==> config.mk <==
export PLATFORM = sky130hd
export DESIGN_NAME = bo_qualifier
export DESIGN_NICKNAME = d
export VERILOG_FILES = /design/src/rtl/bo_pkg.sv /design/src/rtl/bo_sync.sv /design/src/rtl/bo_ctrl_reg.sv /design/src/rtl/bo_qual_fsm.sv /design/src/rtl/bo_qualifier.sv
export SDC_FILE = /design/constraint.sdc
export NUM_CORES = 1
export LEC_CHECK = 0
export ABC_AREA = 1
export CORE_MARGIN = 2
export CORE_UTILIZATION = 48
export DETAILED_ROUTE_END_ITERATION = 16
export DONT_BUFFER_PORTS = 1
export PLACE_DENSITY = 0.62
export SLEW_MARGIN = 20
export SYNTH_ARGS = -nofsm -noshare
export SYNTH_HDL_FRONTEND = slang
export SYNTH_SLANG_ARGS = --single-unit
==> constraint.sdc <==
create_clock -name clk -period 1.4 [get_ports clk]
set_input_delay 0.07 -clock clk [delete_from_list [all_inputs] [get_ports clk]]
set_output_delay 0.07 -clock clk [all_outputs]
set_load 0.1 [all_outputs]
==> src/rtl/bo_pkg.sv <==
package bo_pkg;

    typedef enum logic [1:0] {
        QS_IDLE  = 2'd0,
        QS_WAIT  = 2'd1,
        QS_REARM = 2'd2
    } qual_state_e;

endpackage

==> src/rtl/bo_sync.sv <==
module bo_sync #(
    parameter int STAGES = 2
) (
    input  logic clk,
    input  logic rst_n,
    input  logic async_i,
    output logic sync_o
);
    logic [STAGES-1:0] chain_d, chain_q;

    generate
        if (STAGES == 1) begin : g_one
            always_comb chain_d = async_i;
        end else begin : g_many
            always_comb chain_d = {chain_q[STAGES-2:0], async_i};
        end
    endgenerate

    always_ff @(posedge clk or negedge rst_n) begin
        if (!rst_n) chain_q <= '0;
        else        chain_q <= chain_d;
    end

    assign sync_o = chain_q[STAGES-1];
endmodule

==> src/rtl/bo_ctrl_reg.sv <==
module bo_ctrl_reg #(
    parameter int              ADDR_W   = 8,
    parameter logic [ADDR_W-1:0] OFFSET = 8'h30,
    parameter int              DLY_W    = 14,
    parameter logic [DLY_W-1:0] DLY_INIT = 14'h1FFF
) (
    input  logic              clk,
    input  logic              rst_n,
    input  logic [ADDR_W-1:0] reg_addr,
    input  logic              reg_wr_en,
    input  logic [31:0]       reg_wdata,
    output logic [31:0]       reg_rdata,
    output logic [DLY_W-1:0]  dly,
    output logic              sel_rst,
    output logic              wait_en
);
    localparam int LOW_W = DLY_W + 2;

    typedef struct packed {
        logic [DLY_W-1:0] dly;
        logic             sel_rst;
        logic             wait_en;
    } ctrl_t;

    ctrl_t ctrl_d, ctrl_q;
    logic  hit;

    assign hit = (reg_addr == OFFSET);

    always_comb begin
        ctrl_d = ctrl_q;
        if (reg_wr_en && hit) begin
            ctrl_d = ctrl_t'(reg_wdata[LOW_W-1:0]);
        end
    end

    always_ff @(posedge clk or negedge rst_n) begin
        if (!rst_n) begin
            ctrl_q.dly     <= DLY_INIT;
            ctrl_q.sel_rst <= 1'b0;
            ctrl_q.wait_en <= 1'b1;
        end else begin
            ctrl_q <= ctrl_d;
        end
    end

    always_comb begin
        reg_rdata = '0;
        if (hit) reg_rdata[LOW_W-1:0] = ctrl_q;
    end

    assign dly     = ctrl_q.dly;
    assign sel_rst = ctrl_q.sel_rst;
    assign wait_en = ctrl_q.wait_en;
endmodule

==> src/rtl/bo_qual_fsm.sv <==
module bo_qual_fsm
    import bo_pkg::*;
#(
    parameter int DLY_W = 14
) (
    input  logic             clk,
    input  logic             rst_n,
    input  logic             det_i,
    input  logic             wait_en,
    input  logic             sel_rst,
    input  logic [DLY_W-1:0] dly,
    output logic             rst_req_o,
    output logic             irq_req_o
);
    typedef struct packed {
        qual_state_e      st;
        logic [DLY_W-1:0] cnt;
        logic             rst;
        logic             irq;
    } fsm_t;

    fsm_t s_d, s_q;

    always_comb begin
        s_d     = s_q;
        s_d.rst = 1'b0;
        s_d.irq = 1'b0;
        unique case (s_q.st)
            QS_IDLE: begin
                if (det_i) begin
                    if (wait_en) begin
                        s_d.st  = QS_WAIT;
                        s_d.cnt = dly;
                    end else begin
                        s_d.rst = sel_rst;
                        s_d.irq = !sel_rst;
                        s_d.st  = QS_REARM;
                    end
                end
            end
            QS_WAIT: begin
                if (s_q.cnt == '0) begin
                    if (det_i) begin
                        s_d.rst = sel_rst;
                        s_d.irq = !sel_rst;
                        s_d.st  = QS_REARM;
                    end else begin
                        s_d.st  = QS_IDLE;
                    end
                end else begin
                    s_d.cnt = s_q.cnt - 1'b1;
                end
            end
            QS_REARM: begin
                if (!det_i) s_d.st = QS_IDLE;
            end
            default: s_d.st = QS_IDLE;
        endcase
    end

    always_ff @(posedge clk or negedge rst_n) begin
        if (!rst_n) begin
            s_q.st  <= QS_IDLE;
            s_q.cnt <= '0;
            s_q.rst <= 1'b0;
            s_q.irq <= 1'b0;
        end else begin
            s_q <= s_d;
        end
    end

    assign rst_req_o = s_q.rst;
    assign irq_req_o = s_q.irq;
endmodule

==> src/rtl/bo_qualifier.sv <==
module bo_qualifier #(
    parameter int                ADDR_W      = 8,
    parameter logic [ADDR_W-1:0] CTRL_OFFSET = 8'h30,
    parameter int                DLY_W       = 14,
    parameter logic [DLY_W-1:0]  DLY_INIT    = 14'h1FFF,
    parameter int                SYNC_STAGES = 2
) (
    input  logic              clk,
    input  logic              rst_n,
    input  logic [ADDR_W-1:0] reg_addr,
    input  logic              reg_wr_en,
    input  logic [31:0]       reg_wdata,
    output logic [31:0]       reg_rdata,
    input  logic              bo_async_i,
    output logic              rst_req_o,
    output logic              irq_req_o
);
    logic [DLY_W-1:0] dly;
    logic             sel_rst;
    logic             wait_en;
    logic             sync_bo;

    bo_ctrl_reg #(
        .ADDR_W  (ADDR_W),
        .OFFSET  (CTRL_OFFSET),
        .DLY_W   (DLY_W),
        .DLY_INIT(DLY_INIT)
    ) u_ctrl (
        .clk      (clk),
        .rst_n    (rst_n),
        .reg_addr (reg_addr),
        .reg_wr_en(reg_wr_en),
        .reg_wdata(reg_wdata),
        .reg_rdata(reg_rdata),
        .dly      (dly),
        .sel_rst  (sel_rst),
        .wait_en  (wait_en)
    );

    bo_sync #(.STAGES(SYNC_STAGES)) u_sync (
        .clk    (clk),
        .rst_n  (rst_n),
        .async_i(bo_async_i),
        .sync_o (sync_bo)
    );

    bo_qual_fsm #(.DLY_W(DLY_W)) u_fsm (
        .clk      (clk),
        .rst_n    (rst_n),
        .det_i    (sync_bo),
        .wait_en  (wait_en),
        .sel_rst  (sel_rst),
        .dly      (dly),
        .rst_req_o(rst_req_o),
        .irq_req_o(irq_req_o)
    );
endmodule

Yosys cells after proc, flatten, opt, wreduce, memory -nomap -nowiden
Cells that the tools add are included.
{"block": "op_classes", "add_sub_neg": 1, "n_eq_ne": 8, "mux": 13, "reduce_logical": 7}
{"op": "16-bit one-hot mux with 2 select lines", "n": 1}
{"op": "14-bit two-way mux", "n": 2}
{"op": "18-bit two-way mux", "n": 1}
{"op": "16-bit two-way mux", "n": 1}
{"op": "14-bit zero test", "n": 1}
{"op": "2-bit two-way mux", "n": 7}
{"op": "14-bit by 1-bit subtractor with 14-bit output, second input constant", "n": 1}
{"op": "8-bit by 6-bit == test with 1-bit output, second input constant", "n": 1}
{"op": "2-bit != test, second input constant", "n": 4}
{"op": "2-bit one-hot mux with 3 select lines", "n": 1}
{"op": "4-bit AND reduction", "n": 1}
{"op": "3-bit AND reduction", "n": 1}
{"op": "2-bit by 1-bit == test with 1-bit output, second input constant", "n": 1}
{"op": "2-bit == test, second input constant", "n": 1}
{"op": "2-bit zero test", "n": 1}
{"op": "2-bit by 1-bit != test with 1-bit output, second input constant", "n": 1}
{"op": "2-bit nonzero test", "n": 1}
{"op": "1-bit logical AND", "n": 1}
{"op": "1-bit zero test", "n": 1}
{"block": "totals", "regBits": 36, "in_bits": 44, "output_inout_bits": 34, "wordCells": 37}

Depth between registers and ports, before layout
Gate-level depths: netlist of the first run.
{"block": "logic_depth", "ltp_word": 4, "mapped_depth": 10, "ltp_nobuf": 10}

Modules after synthesis
Synthesis of the first run repeated with hierarchy kept, for this count alone.
{"block": "unflattened", "cells_unflattened": 327, "hier_area_um2": 2384.8}
{"mod": "bo_qual_fsm", "n_inst": 1, "cells_each": 186, "area_each_um2": 1241.2, "seq_area_each_um2": 450.4}
{"mod": "bo_ctrl_reg", "n_inst": 1, "cells_each": 139, "area_each_um2": 1093.5, "seq_area_each_um2": 417.9}
{"mod": "bo_sync", "n_inst": 1, "cells_each": 2, "area_each_um2": 50.0, "seq_area_each_um2": 50.0}

Least setup slack after synthesis of the first run
No wires, ideal clock.
{"block": "synth_path", "kind": "input-to-output", "start": "input port reg_addr[1]", "end": "output port reg_rdata[10]", "t_arrival_ns": 1.984, "t_required_ns": 1.330, "path_slack_ns": -0.654, "cell_stages": 4, "path_buffers": 1, "path_cell_list": "nor4_2 -> nand2_2 -> clkbuf_1 -> nor2_1"}
{"block": "synth_via", "elab_chain_cells": 2}
{"element": "start: declaration", "line": "bo_qualifier.sv:10", "text": "input logic [ADDR_W-1:0] reg_addr,"}
{"element": "8-bit by 6-bit == test with 1-bit output", "line": "bo_ctrl_reg.sv:28", "text": "assign hit = (reg_addr == OFFSET);"}
{"element": "16-bit two-way mux", "line": "bo_ctrl_reg.sv:49", "text": "if (hit) reg_rdata[LOW_W-1:0] = ctrl_q;"}
{"element": "end: declaration", "line": "bo_qualifier.sv:13", "text": "output logic [31:0] reg_rdata,"}
Every way passes these cells.

Worst setup path in the final report of the first run
{"block": "layout_path", "start": "register u_fsm.s_q[6] in the netlist's numbering", "end": "register u_fsm.s_q[7] in the netlist's numbering"}
{"block": "layout_via", "elab_chain_cells": 3, "word_cells_on_any_way": 6, "cone_classes": "1 x add/sub; 1 x eq/ne; 2 x mux; 2 x reduce/logical"}
{"element": "start: declaration", "line": "bo_qual_fsm.sv:22", "text": "fsm_t s_d, s_q;"}
{"element": "14-bit by 1-bit subtractor with 14-bit output or 14-bit zero test (tied branches)", "line": "bo_qual_fsm.sv:51, bo_qual_fsm.sv:42"}
{"element": "14-bit two-way mux or 2-bit != test (tied branches)"}
{"element": "16-bit one-hot mux with 2 select lines or 4-bit AND reduction (tied branches)"}
Several ways; a longest one is shown, not always the timed one. The select of a mux whose other input is x is not followed.
A chain may end at the register's enable or synchronous reset.

==> results of run 1 <==
## Yosys cell counts (all sizes together)
cell,count,area [sq um]
o21ai,32,178.9
nor2,40,165.2
o2111ai,1,8.760
o22ai,4,25.02
buf,22,177.7
nand2,78,312.8
clkbuf,2,7.510
conb,1,3.750
nor3,3,15.01
ha,1,12.51
dfstp,14,367.9
nand4,1,6.260
o21bai,1,7.510
nor4,1,12.51
o31ai,1,7.510
nand3,20,112.6
dfrtp,22,550.5
inv,35,131.4
a21oi,1,5.000
## layout make-up
type	instances	area share [%]
clock buffers	8	3.238
inverters	35	4.249
multi-input cells	201	36.42
flip-flops and latches	36	29.70
well taps	52	2.104
repair buffers	63	24.28
## repair_timing
item,in CTS,in global routing
pin swaps,1,2
hold endpoints to repair,53,0
setup buffers,0,2
gates resized for setup,6,13
gates cloned,0,1
endpoints found under the setup margin,14,17
hold buffers,19,0
## stage by stage
stage / power (mW) / cells / cell area, sq um
finish: 5.657 / 395 / 3092
global route: 6.078 / 395 / 3092
CTS: 5.342 / 392 / 3008
detailed placement: 4.357 / 365 / 2688
global placement: 4.301 / 365 / 2688
floorplan: 3.648 / 295 / 2293
## logic make-up (layout without fill, tap and decap cells)
logic type | count (synthesis) | count (layout) | synth area share [%]
AND/OR/NAND/NOR | 143 | 144 | 29.61
flip-flops | 36 | 36 | 43.56
adder cells (fa/ha/maj) | 1 | 1 | 0.5934
other | 1 | 16 | 0.1779
AO/OA/AOI/OAI | 40 | 40 | 11.04
buffers and inverters | 59 | 106 | 15.01
## layer usage
metal	global-route usage [%]	up-vias	routed length, um
met3	5.195	6	260
met5	0	-	0
met4	7.265	0	70
met1	28.54	895	2261
met2	36.16	53	2525
li1	-	974	-
## sequential cells by signal, summed over array words and instances (netlist names)
register / count
u_ctrl.wait_en: 1
u_fsm.irq_req_o: 1
u_fsm.rst_req_o: 1
u_ctrl.sel_rst: 1
u_sync.chain_q: 2
u_fsm.s_q: 16
u_ctrl.dly: 14
## final timing paths
kind                                     end  slack (ps)  cells after the start         startpoint
min in group asynchronous       u_fsm.s_q[2]         220                      2              rst_n
min                            u_ctrl.dly[4]          50                      4          reg_wr_en
max in group asynchronous      u_ctrl.dly[8]         930                      2              rst_n
max                             u_fsm.s_q[7]          -5                      8       u_fsm.s_q[6]
min reg2reg                u_sync.chain_q[1]         360                      0  u_sync.chain_q[0]
max reg2reg                     u_fsm.s_q[7]          -5                      8       u_fsm.s_q[6]
## where the power goes
part           switching [mW]  total (mW)  leakage [nW]  internal, mW
Sequential              0.187        1.53         0.419          1.34
Clock                   0.364       0.813        0.0515         0.449
Combinational            2.06        3.32          1.03          1.26
Total                    2.61        5.66          1.50          3.05
## tightest hold or removal path: cells and delay by family
| kind | cells | cell delay (ps) |
|---|---|---|
| and+or+nand+nor | 2 | 140 |
| AOI/OAI and AO/OA | 1 | 50 |
| buffers and inverters | 1 | 70 |
## placed cells by master, fill, tap and decap left out, types with 2 or more instances in the layout
master                          synthesis  routed
sky130_fd_sc_hd__nand2_1               74      67
sky130_fd_sc_hd__inv_1                 29      27
sky130_fd_sc_hd__buf_4                 17      25
sky130_fd_sc_hd__dfrtp_1               22      22
sky130_fd_sc_hd__nand3_1               19      19
sky130_fd_sc_hd__dlygate4sd3_1          0      18
sky130_fd_sc_hd__buf_12                 0      18
sky130_fd_sc_hd__nor2_1                38      17
sky130_fd_sc_hd__o21ai_1               19      16
sky130_fd_sc_hd__conb_1                 1      16
sky130_fd_sc_hd__dfstp_2               14      14
sky130_fd_sc_hd__nor2_4                 2      13
sky130_fd_sc_hd__nor2_2                 0      10
sky130_fd_sc_hd__nand2_2                2       9
sky130_fd_sc_hd__o21ai_2                5       9
sky130_fd_sc_hd__inv_2                  6       8
sky130_fd_sc_hd__o21ai_0                8       7
sky130_fd_sc_hd__clkbuf_8               0       7
sky130_fd_sc_hd__o22ai_1                4       4
sky130_fd_sc_hd__nand2_8                0       3
sky130_fd_sc_hd__nor3_1                 3       3
sky130_fd_sc_hd__buf_6                  4       2
==> impl_metrics.prom, run 1 <==
# TYPE chip_impl_metric gauge
chip_impl_metric{name="drcViolationCount",unit=""} 0
chip_impl_info{name="path_cells",value="nor2_1, nand2_1, nor2_4, nand2_2, nand2_8, nand2_8, nand2_1, nand2_1"} 1
chip_impl_info{name="cp-start-kind",value="flop"} 1
chip_impl_metric{name="report.final.slew_viol_count",unit=""} 0
chip_impl_metric{name="place_hpwl",unit="um"} 3444
chip_impl_info{name="grt_setup_unrepaired",value="yes"} 1
chip_impl_metric{name="grt_first_pass_wirelength",unit="um"} 8562
chip_impl_info{name="status",value="finished, violations left"} 1
chip_impl_metric{name="nNetsFinal",unit=""} 387
chip_impl_metric{name="critical-path-max-stage-delay",unit="ps"} 430
chip_impl_metric{name="via_cell_ratio",unit=""} 4.881
chip_impl_metric{name="grt-ovfl-total",unit=""} 0
chip_impl_metric{name="floorplan.core_area",unit="sq mm"} 0.004294
chip_impl_info{name="violations",value="negative setup slack"} 1
chip_impl_metric{name="hold_ws",unit="ps"} 46.76
chip_impl_metric{name="worst_slack",unit="ps"} -5.188
chip_impl_metric{name="routabilityCongestion",unit=""} 0.8652
chip_impl_metric{name="totalNegativeSetupSlack",unit="ps"} -5.188
chip_impl_metric{name="clock_sinks",unit=""} 36
chip_impl_metric{name="postSynthAreaPerCell",unit="sq um"} 7.530
chip_impl_metric{name="sequential_cell_area",unit="sq um"} 918.4
chip_impl_metric{name="multi_input_gate_area_in_the_final_layout",unit="sq mm"} 0.001126
chip_impl_metric{name="grt_start_max_net_pins",unit=""} 37
chip_impl_metric{name="buffer_ports.inserted",unit=""} 0
chip_impl_metric{name="power_density",unit="mW/mm^2"} 1830
chip_impl_metric{name="initial_core_util",unit="%"} 49.10
chip_impl_metric{name="ys_ff_latch",unit=""} 36
chip_impl_metric{name="grt_antenna_before_repair",unit=""} 0
chip_impl_info{name="setup.worst_path.end_class",value="flop"} 1
chip_impl_metric{name="syn-instance-count",unit=""} 280
chip_impl_metric{name="synth.yosys.seq_area_share",unit="%"} 43.56
chip_impl_metric{name="final.fill_count",unit=""} 339
chip_impl_metric{name="post_drt_wl_per_cell",unit="um"} 12.95
chip_impl_metric{name="synth_warnings",unit=""} 0
chip_impl_metric{name="die_h",unit="um"} 70.28
chip_impl_metric{name="arrival_time_worst_endpoint",unit="ps"} 1580
chip_impl_metric{name="groute.usage.overall",unit="%"} 22.00
chip_impl_metric{name="fin_crit_sh",unit="%"} 100.4
chip_impl_metric{name="timing.critical_path.required",unit="ps"} 1580
chip_impl_metric{name="io_pins",unit=""} 78
chip_impl_metric{name="finalCoreUtilization",unit="%"} 72.00
chip_impl_metric{name="drtIter0Drc",unit=""} 89
chip_impl_info{name="worst_hold_path_class",value="primary input to flop"} 1
chip_impl_metric{name="die_footprint",unit="sq mm"} 0.004939
chip_impl_metric{name="die-width",unit="um"} 70.28
chip_impl_metric{name="critPathMaxFanout",unit=""} 12
chip_impl_metric{name="htreeDepth",unit=""} 2
chip_impl_metric{name="finalHoldViolations",unit=""} 0
chip_impl_metric{name="wirelength",unit="um"} 5116
chip_impl_metric{name="vias",unit=""} 1928
chip_impl_metric{name="synthesis.area",unit="sq mm"} 0.002108
chip_impl_metric{name="cts.clk_slew.worst_paths",unit="ps"} 70
chip_impl_metric{name="detail-route-antenna-nets",unit=""} 0
chip_impl_metric{name="final_period_minus_worst_setup_slack",unit="ps"} 1405
chip_impl_metric{name="worstSkewPairLatency",unit="ps"} 290
chip_impl_info{name="critPathKind",value="flop to flop"} 1
chip_impl_metric{name="leakagePower",unit="nW"} 1.503
chip_impl_info{name="worst_path_max_delay_cell",value="sky130_fd_sc_hd__dfrtp_1"} 1
chip_impl_metric{name="placement_rows",unit=""} 24
chip_impl_metric{name="skew",unit="ps"} 8.652
chip_impl_metric{name="cap_viol_max_count",unit=""} 0
chip_impl_metric{name="layout-area-overhead-vs-synth",unit="%"} 46.65
chip_impl_metric{name="max-vdd-ir-drop",unit="mV"} 0.8311
chip_impl_info{name="tritoncts",value="yes"} 1
chip_impl_metric{name="post_placement_worst_setup_slack",unit="ps"} -71.53
chip_impl_metric{name="worst-path-buf-inv",unit=""} 0
chip_impl_info{name="root_buffer",value="sky130_fd_sc_hd__clkbuf_8"} 1
chip_impl_info{name="path_delay_family",value="simple AND/OR/NAND/NOR gates"} 1
chip_impl_metric{name="drive_gt1_share",unit="%"} 35.57
chip_impl_metric{name="tritoncts.num_buffers",unit=""} 5
chip_impl_metric{name="yosysUniqueCellTypes",unit=""} 28
chip_impl_metric{name="first_global_vias",unit=""} 1869
chip_impl_metric{name="finalSetupViolCount",unit=""} 1
chip_impl_metric{name="clk_path_buf_depth",unit=""} 2
chip_impl_metric{name="drt_pass1_iterations",unit=""} 6
chip_impl_metric{name="diodes",unit=""} 0
chip_impl_info{name="path_common_cell",value="sky130_fd_sc_hd__nand2_1"} 1
chip_impl_metric{name="max_frequency",unit="MHz"} 711.6
Power figures use the tool's default switching activity.
==> run 2: changes to the inputs <==
--- a/config.mk
+++ b/config.mk
@@ -6,5 +6,4 @@
 export NUM_CORES = 1
 export LEC_CHECK = 0
-export ABC_AREA = 1
 export CORE_MARGIN = 2
 export CORE_UTILIZATION = 48
==> constraint.sdc (replaced) <==
create_clock -name clk -period 1.4 [get_ports clk]
set_input_delay 0.07 -clock clk [delete_from_list [all_inputs] [get_ports clk]]
set_output_delay 0.07 -clock clk [all_outputs]
set_load 0.02 [all_outputs]
==> impl_metrics.prom, run 2 <==
# TYPE chip_impl_metric gauge
chip_impl_metric{name="finalSetupViolCount",unit=""} 18
chip_impl_metric{name="synth_warnings",unit=""} 0
chip_impl_metric{name="io_pins",unit=""} 78
chip_impl_metric{name="tritoncts.num_buffers",unit=""} 5
chip_impl_info{name="cp-start-kind",value="flop"} 1
chip_impl_metric{name="critPathMaxFanout",unit=""} 4
chip_impl_metric{name="drive_gt1_share",unit="%"} 45.25
chip_impl_metric{name="buffer_ports.inserted",unit=""} 0
chip_impl_metric{name="wirelength",unit="um"} 5443
chip_impl_metric{name="clock_sinks",unit=""} 36
chip_impl_metric{name="arrival_time_worst_endpoint",unit="ps"} 2350
chip_impl_metric{name="detail-route-antenna-nets",unit=""} 0
chip_impl_metric{name="postSynthAreaPerCell",unit="sq um"} 10.28
chip_impl_metric{name="drcViolationCount",unit=""} 0
chip_impl_metric{name="die-width",unit="um"} 69.29
chip_impl_metric{name="cap_viol_max_count",unit=""} 0
chip_impl_metric{name="htreeDepth",unit=""} 2
chip_impl_metric{name="grt_first_pass_wirelength",unit="um"} 9073
chip_impl_info{name="critPathKind",value="flop to flop"} 1
chip_impl_metric{name="worstSkewPairLatency",unit="ps"} 280
chip_impl_metric{name="synth_enable_flop_cells",unit=""} 0
chip_impl_info{name="path_delay_family",value="simple AND/OR/NAND/NOR gates"} 1
chip_impl_info{name="tritoncts",value="yes"} 1
chip_impl_info{name="layout_common_cells",value="sky130_fd_sc_hd__buf_4 (44), sky130_fd_sc_hd__dfrtp_1 (22), sky130_fd_sc_hd__dlygate4sd3_1 (18), sky130_fd_sc_hd__mux2_2 (16), sky130_fd_sc_hd__conb_1 (16)"} 1
chip_impl_metric{name="max_slew.worst_pin.slew",unit="ps"} 495.2
chip_impl_metric{name="die_footprint",unit="sq mm"} 0.004800
chip_impl_metric{name="slew-limit-headroom",unit="%"} 66.86
chip_impl_metric{name="worst_slack",unit="ps"} -780.3
chip_impl_metric{name="yosysUniqueCellTypes",unit=""} 44
chip_impl_metric{name="timing.critical_path.required",unit="ps"} 1570
chip_impl_metric{name="synthesis.area",unit="sq mm"} 0.002046
chip_impl_info{name="path_cells",value="inv_2, ha_4, or4b_4, or4_4, a21oi_4, inv_4, mux2_4"} 1
chip_impl_info{name="netlist.top_cell.by_area",value="sky130_fd_sc_hd__dfrtp_1"} 1
chip_impl_info{name="largest-register",value="u_fsm.s_q"} 1
chip_impl_metric{name="placement_rows",unit=""} 23
chip_impl_metric{name="grt-ovfl-total",unit=""} 0
chip_impl_metric{name="fin_total_pwr",unit="mW"} 2.181
chip_impl_metric{name="groute.usage.overall",unit="%"} 23.88
chip_impl_info{name="synth_ff_type",value="sky130_fd_sc_hd__dfrtp_1"} 1
chip_impl_info{name="status",value="finished, violations left"} 1
chip_impl_metric{name="finalCoreUtilization",unit="%"} 68.27
chip_impl_metric{name="grt_antenna_before_repair",unit=""} 0
chip_impl_info{name="worst_path_max_delay_cell",value="sky130_fd_sc_hd__or4_4"} 1
chip_impl_metric{name="critical-path-max-stage-delay",unit="ps"} 460
chip_impl_metric{name="fin_crit_sh",unit="%"} 155.7
chip_impl_metric{name="finalHoldViolations",unit=""} 0
chip_impl_metric{name="routabilityCongestion",unit=""} 1.014
chip_impl_metric{name="max_ffs_per_register",unit=""} 16
chip_impl_info{name="root_buffer",value="sky130_fd_sc_hd__clkbuf_8"} 1
chip_impl_info{name="synth_most_common_cell",value="sky130_fd_sc_hd__dfrtp_1"} 1
chip_impl_metric{name="skew",unit="ps"} 4.304
chip_impl_metric{name="cts.clk_slew.worst_paths",unit="ps"} 70
chip_impl_metric{name="place_hpwl",unit="um"} 3719
chip_impl_info{name="ys_top_cells_by_count",value="sky130_fd_sc_hd__dfrtp_1 (22), sky130_fd_sc_hd__and2_1 (17), sky130_fd_sc_hd__buf_4 (16), sky130_fd_sc_hd__mux2_2 (16)"} 1
chip_impl_metric{name="synth.top_cell.area_share",unit="%"} 26.91
chip_impl_metric{name="max_frequency",unit="MHz"} 458.6
chip_impl_metric{name="ys_ff_latch",unit=""} 36
chip_impl_metric{name="post_drt_wl_per_cell",unit="um"} 17.39
chip_impl_metric{name="diodes",unit=""} 0
chip_impl_metric{name="via_cell_ratio",unit=""} 5.799
chip_impl_metric{name="drt_pass1_iterations",unit=""} 4
chip_impl_metric{name="nNetsFinal",unit=""} 307
chip_impl_metric{name="drtIter0Drc",unit=""} 137
chip_impl_metric{name="initial_core_util",unit="%"} 50.42
chip_impl_metric{name="floorplan.core_area",unit="sq mm"} 0.004058
chip_impl_metric{name="vias",unit=""} 1815
chip_impl_info{name="setup.worst_path.end_class",value="flop"} 1
chip_impl_metric{name="clk_path_buf_depth",unit=""} 2
chip_impl_metric{name="layout-area-overhead-vs-synth",unit="%"} 35.41
chip_impl_metric{name="max-vdd-ir-drop",unit="mV"} 0.7797
chip_impl_metric{name="leakagePower",unit="nW"} 1.256
chip_impl_metric{name="die_h",unit="um"} 69.29
chip_impl_info{name="grt_setup_unrepaired",value="yes"} 1
chip_impl_metric{name="first_global_vias",unit=""} 1857
chip_impl_metric{name="worst-path-buf-inv",unit=""} 2
chip_impl_metric{name="power_density",unit="mW/mm^2"} 787.2
chip_impl_metric{name="report.final.slew_viol_count",unit=""} 0
chip_impl_info{name="violations",value="negative setup slack"} 1
chip_impl_info{name="mostFrequentLayoutCell",value="sky130_fd_sc_hd__buf_4"} 1
chip_impl_metric{name="synth_async_sr_flop_share",unit="%"} 100.0
chip_impl_metric{name="syn-instance-count",unit=""} 199
chip_impl_metric{name="synth.yosys.seq_area_share",unit="%"} 44.89
chip_impl_info{name="worst_hold_path_class",value="primary input to flop"} 1
chip_impl_metric{name="grt_start_max_net_pins",unit=""} 37
chip_impl_info{name="post_synth_main_area_contributors",value="sky130_fd_sc_hd__dfrtp_1 (27%), sky130_fd_sc_hd__dfstp_2 (18%), sky130_fd_sc_hd__mux2_2 (8.8%)"} 1
chip_impl_info{name="reg.largest.list",value="u_fsm.s_q x16, u_ctrl.dly x14, u_sync.chain_q x2"} 1
chip_impl_metric{name="final_period_minus_worst_setup_slack",unit="ps"} 2180
run 2: path summary, 6_finish.rpt:
kind / start / to / slack (ps) / cells after the start
min: reg_wr_en / u_ctrl.dly[2] / 170 / 3
max: u_fsm.s_q[2] / u_fsm.s_q[5] / -780 / 7
min in group asynchronous: rst_n / u_fsm.s_q[8] / 230 / 2
max in group asynchronous: rst_n / u_ctrl.dly[10] / 910 / 2
max reg2reg: u_fsm.s_q[2] / u_fsm.s_q[5] / -780 / 7
min reg2reg: u_sync.chain_q[0] / u_sync.chain_q[1] / 350 / 0
run 2: layout make-up:
class | count | area, sq um
Clock buffer | 8 | 90.09
Sequential cell | 36 | 918.4
Timing Repair Buffer | 67 | 578.1
Tap cell | 50 | 62.56
Fill cell | 296 | 1287
Inverter | 5 | 21.27
Multi-Input combinational cell | 147 | 1100
run 2: cells by family (layout without fill, tap and decap cells):
group	Yosys count	after routing	synth area share [%]
simple gates	75	75	21.10
compound gates	36	36	13.88
flops	36	36	44.89
buf+inv	31	80	8.807
mux	19	19	10.52
fa+ha+maj	1	1	0.6115
other cells	1	16	0.1833
run 2: metal layers:
layer,vias up,part of all wire [%],wire (um),global-route usage [%]
met5,-,0,0,0
met4,0,1.2,66,6.536
met3,9,7.5,407,4.215
met2,87,50,2746,41.24
met1,884,41,2223,30.76
li1,835,-,-,-
run 2: power breakdown:
part / leakage (nW) / total (mW) / internal (mW) / switching, mW
Combinational: 0.767 / 0.308 / 0.150 / 0.159
Clock: 0.0455 / 0.754 / 0.401 / 0.353
Sequential: 0.444 / 1.12 / 1.09 / 0.0290
Total: 1.26 / 2.18 / 1.64 / 0.541
run 2: through the flow:
step	instances	instance area, sq um	worst slack, ps	hold slack [ps]	setup TNS (ps)
after floorplan	214	2152	-959.3	-225.6	-14700
after global placement	282	2382	-754.3	-224.7	-12600
after detailed placement	282	2382	-817.2	-224.8	-13640
after CTS	313	2759	-775.8	168.7	-12730
after global routing	313	2770	-864.9	179.9	-14220
final	313	2770	-780.3	174.5	-12760
run 2: worst register-to-register path: stages, from the launching register on:
cell                      delay (ps)
sky130_fd_sc_hd__dfrtp_1         390
sky130_fd_sc_hd__inv_2            90
sky130_fd_sc_hd__ha_4            130
sky130_fd_sc_hd__or4b_4          450
sky130_fd_sc_hd__or4_4           460
sky130_fd_sc_hd__a21oi_4         200
sky130_fd_sc_hd__inv_4            70
sky130_fd_sc_hd__mux2_4          290
run 2: repair_timing:
item                       4_1_cts  5_1_grt
setup buffers                    3        0
hold buffers                    19        0
pin swaps                        8        3
setup endpoints to repair       18       22
cloned                           1        0
hold endpoints to repair        53        0
resized for setup               12        5
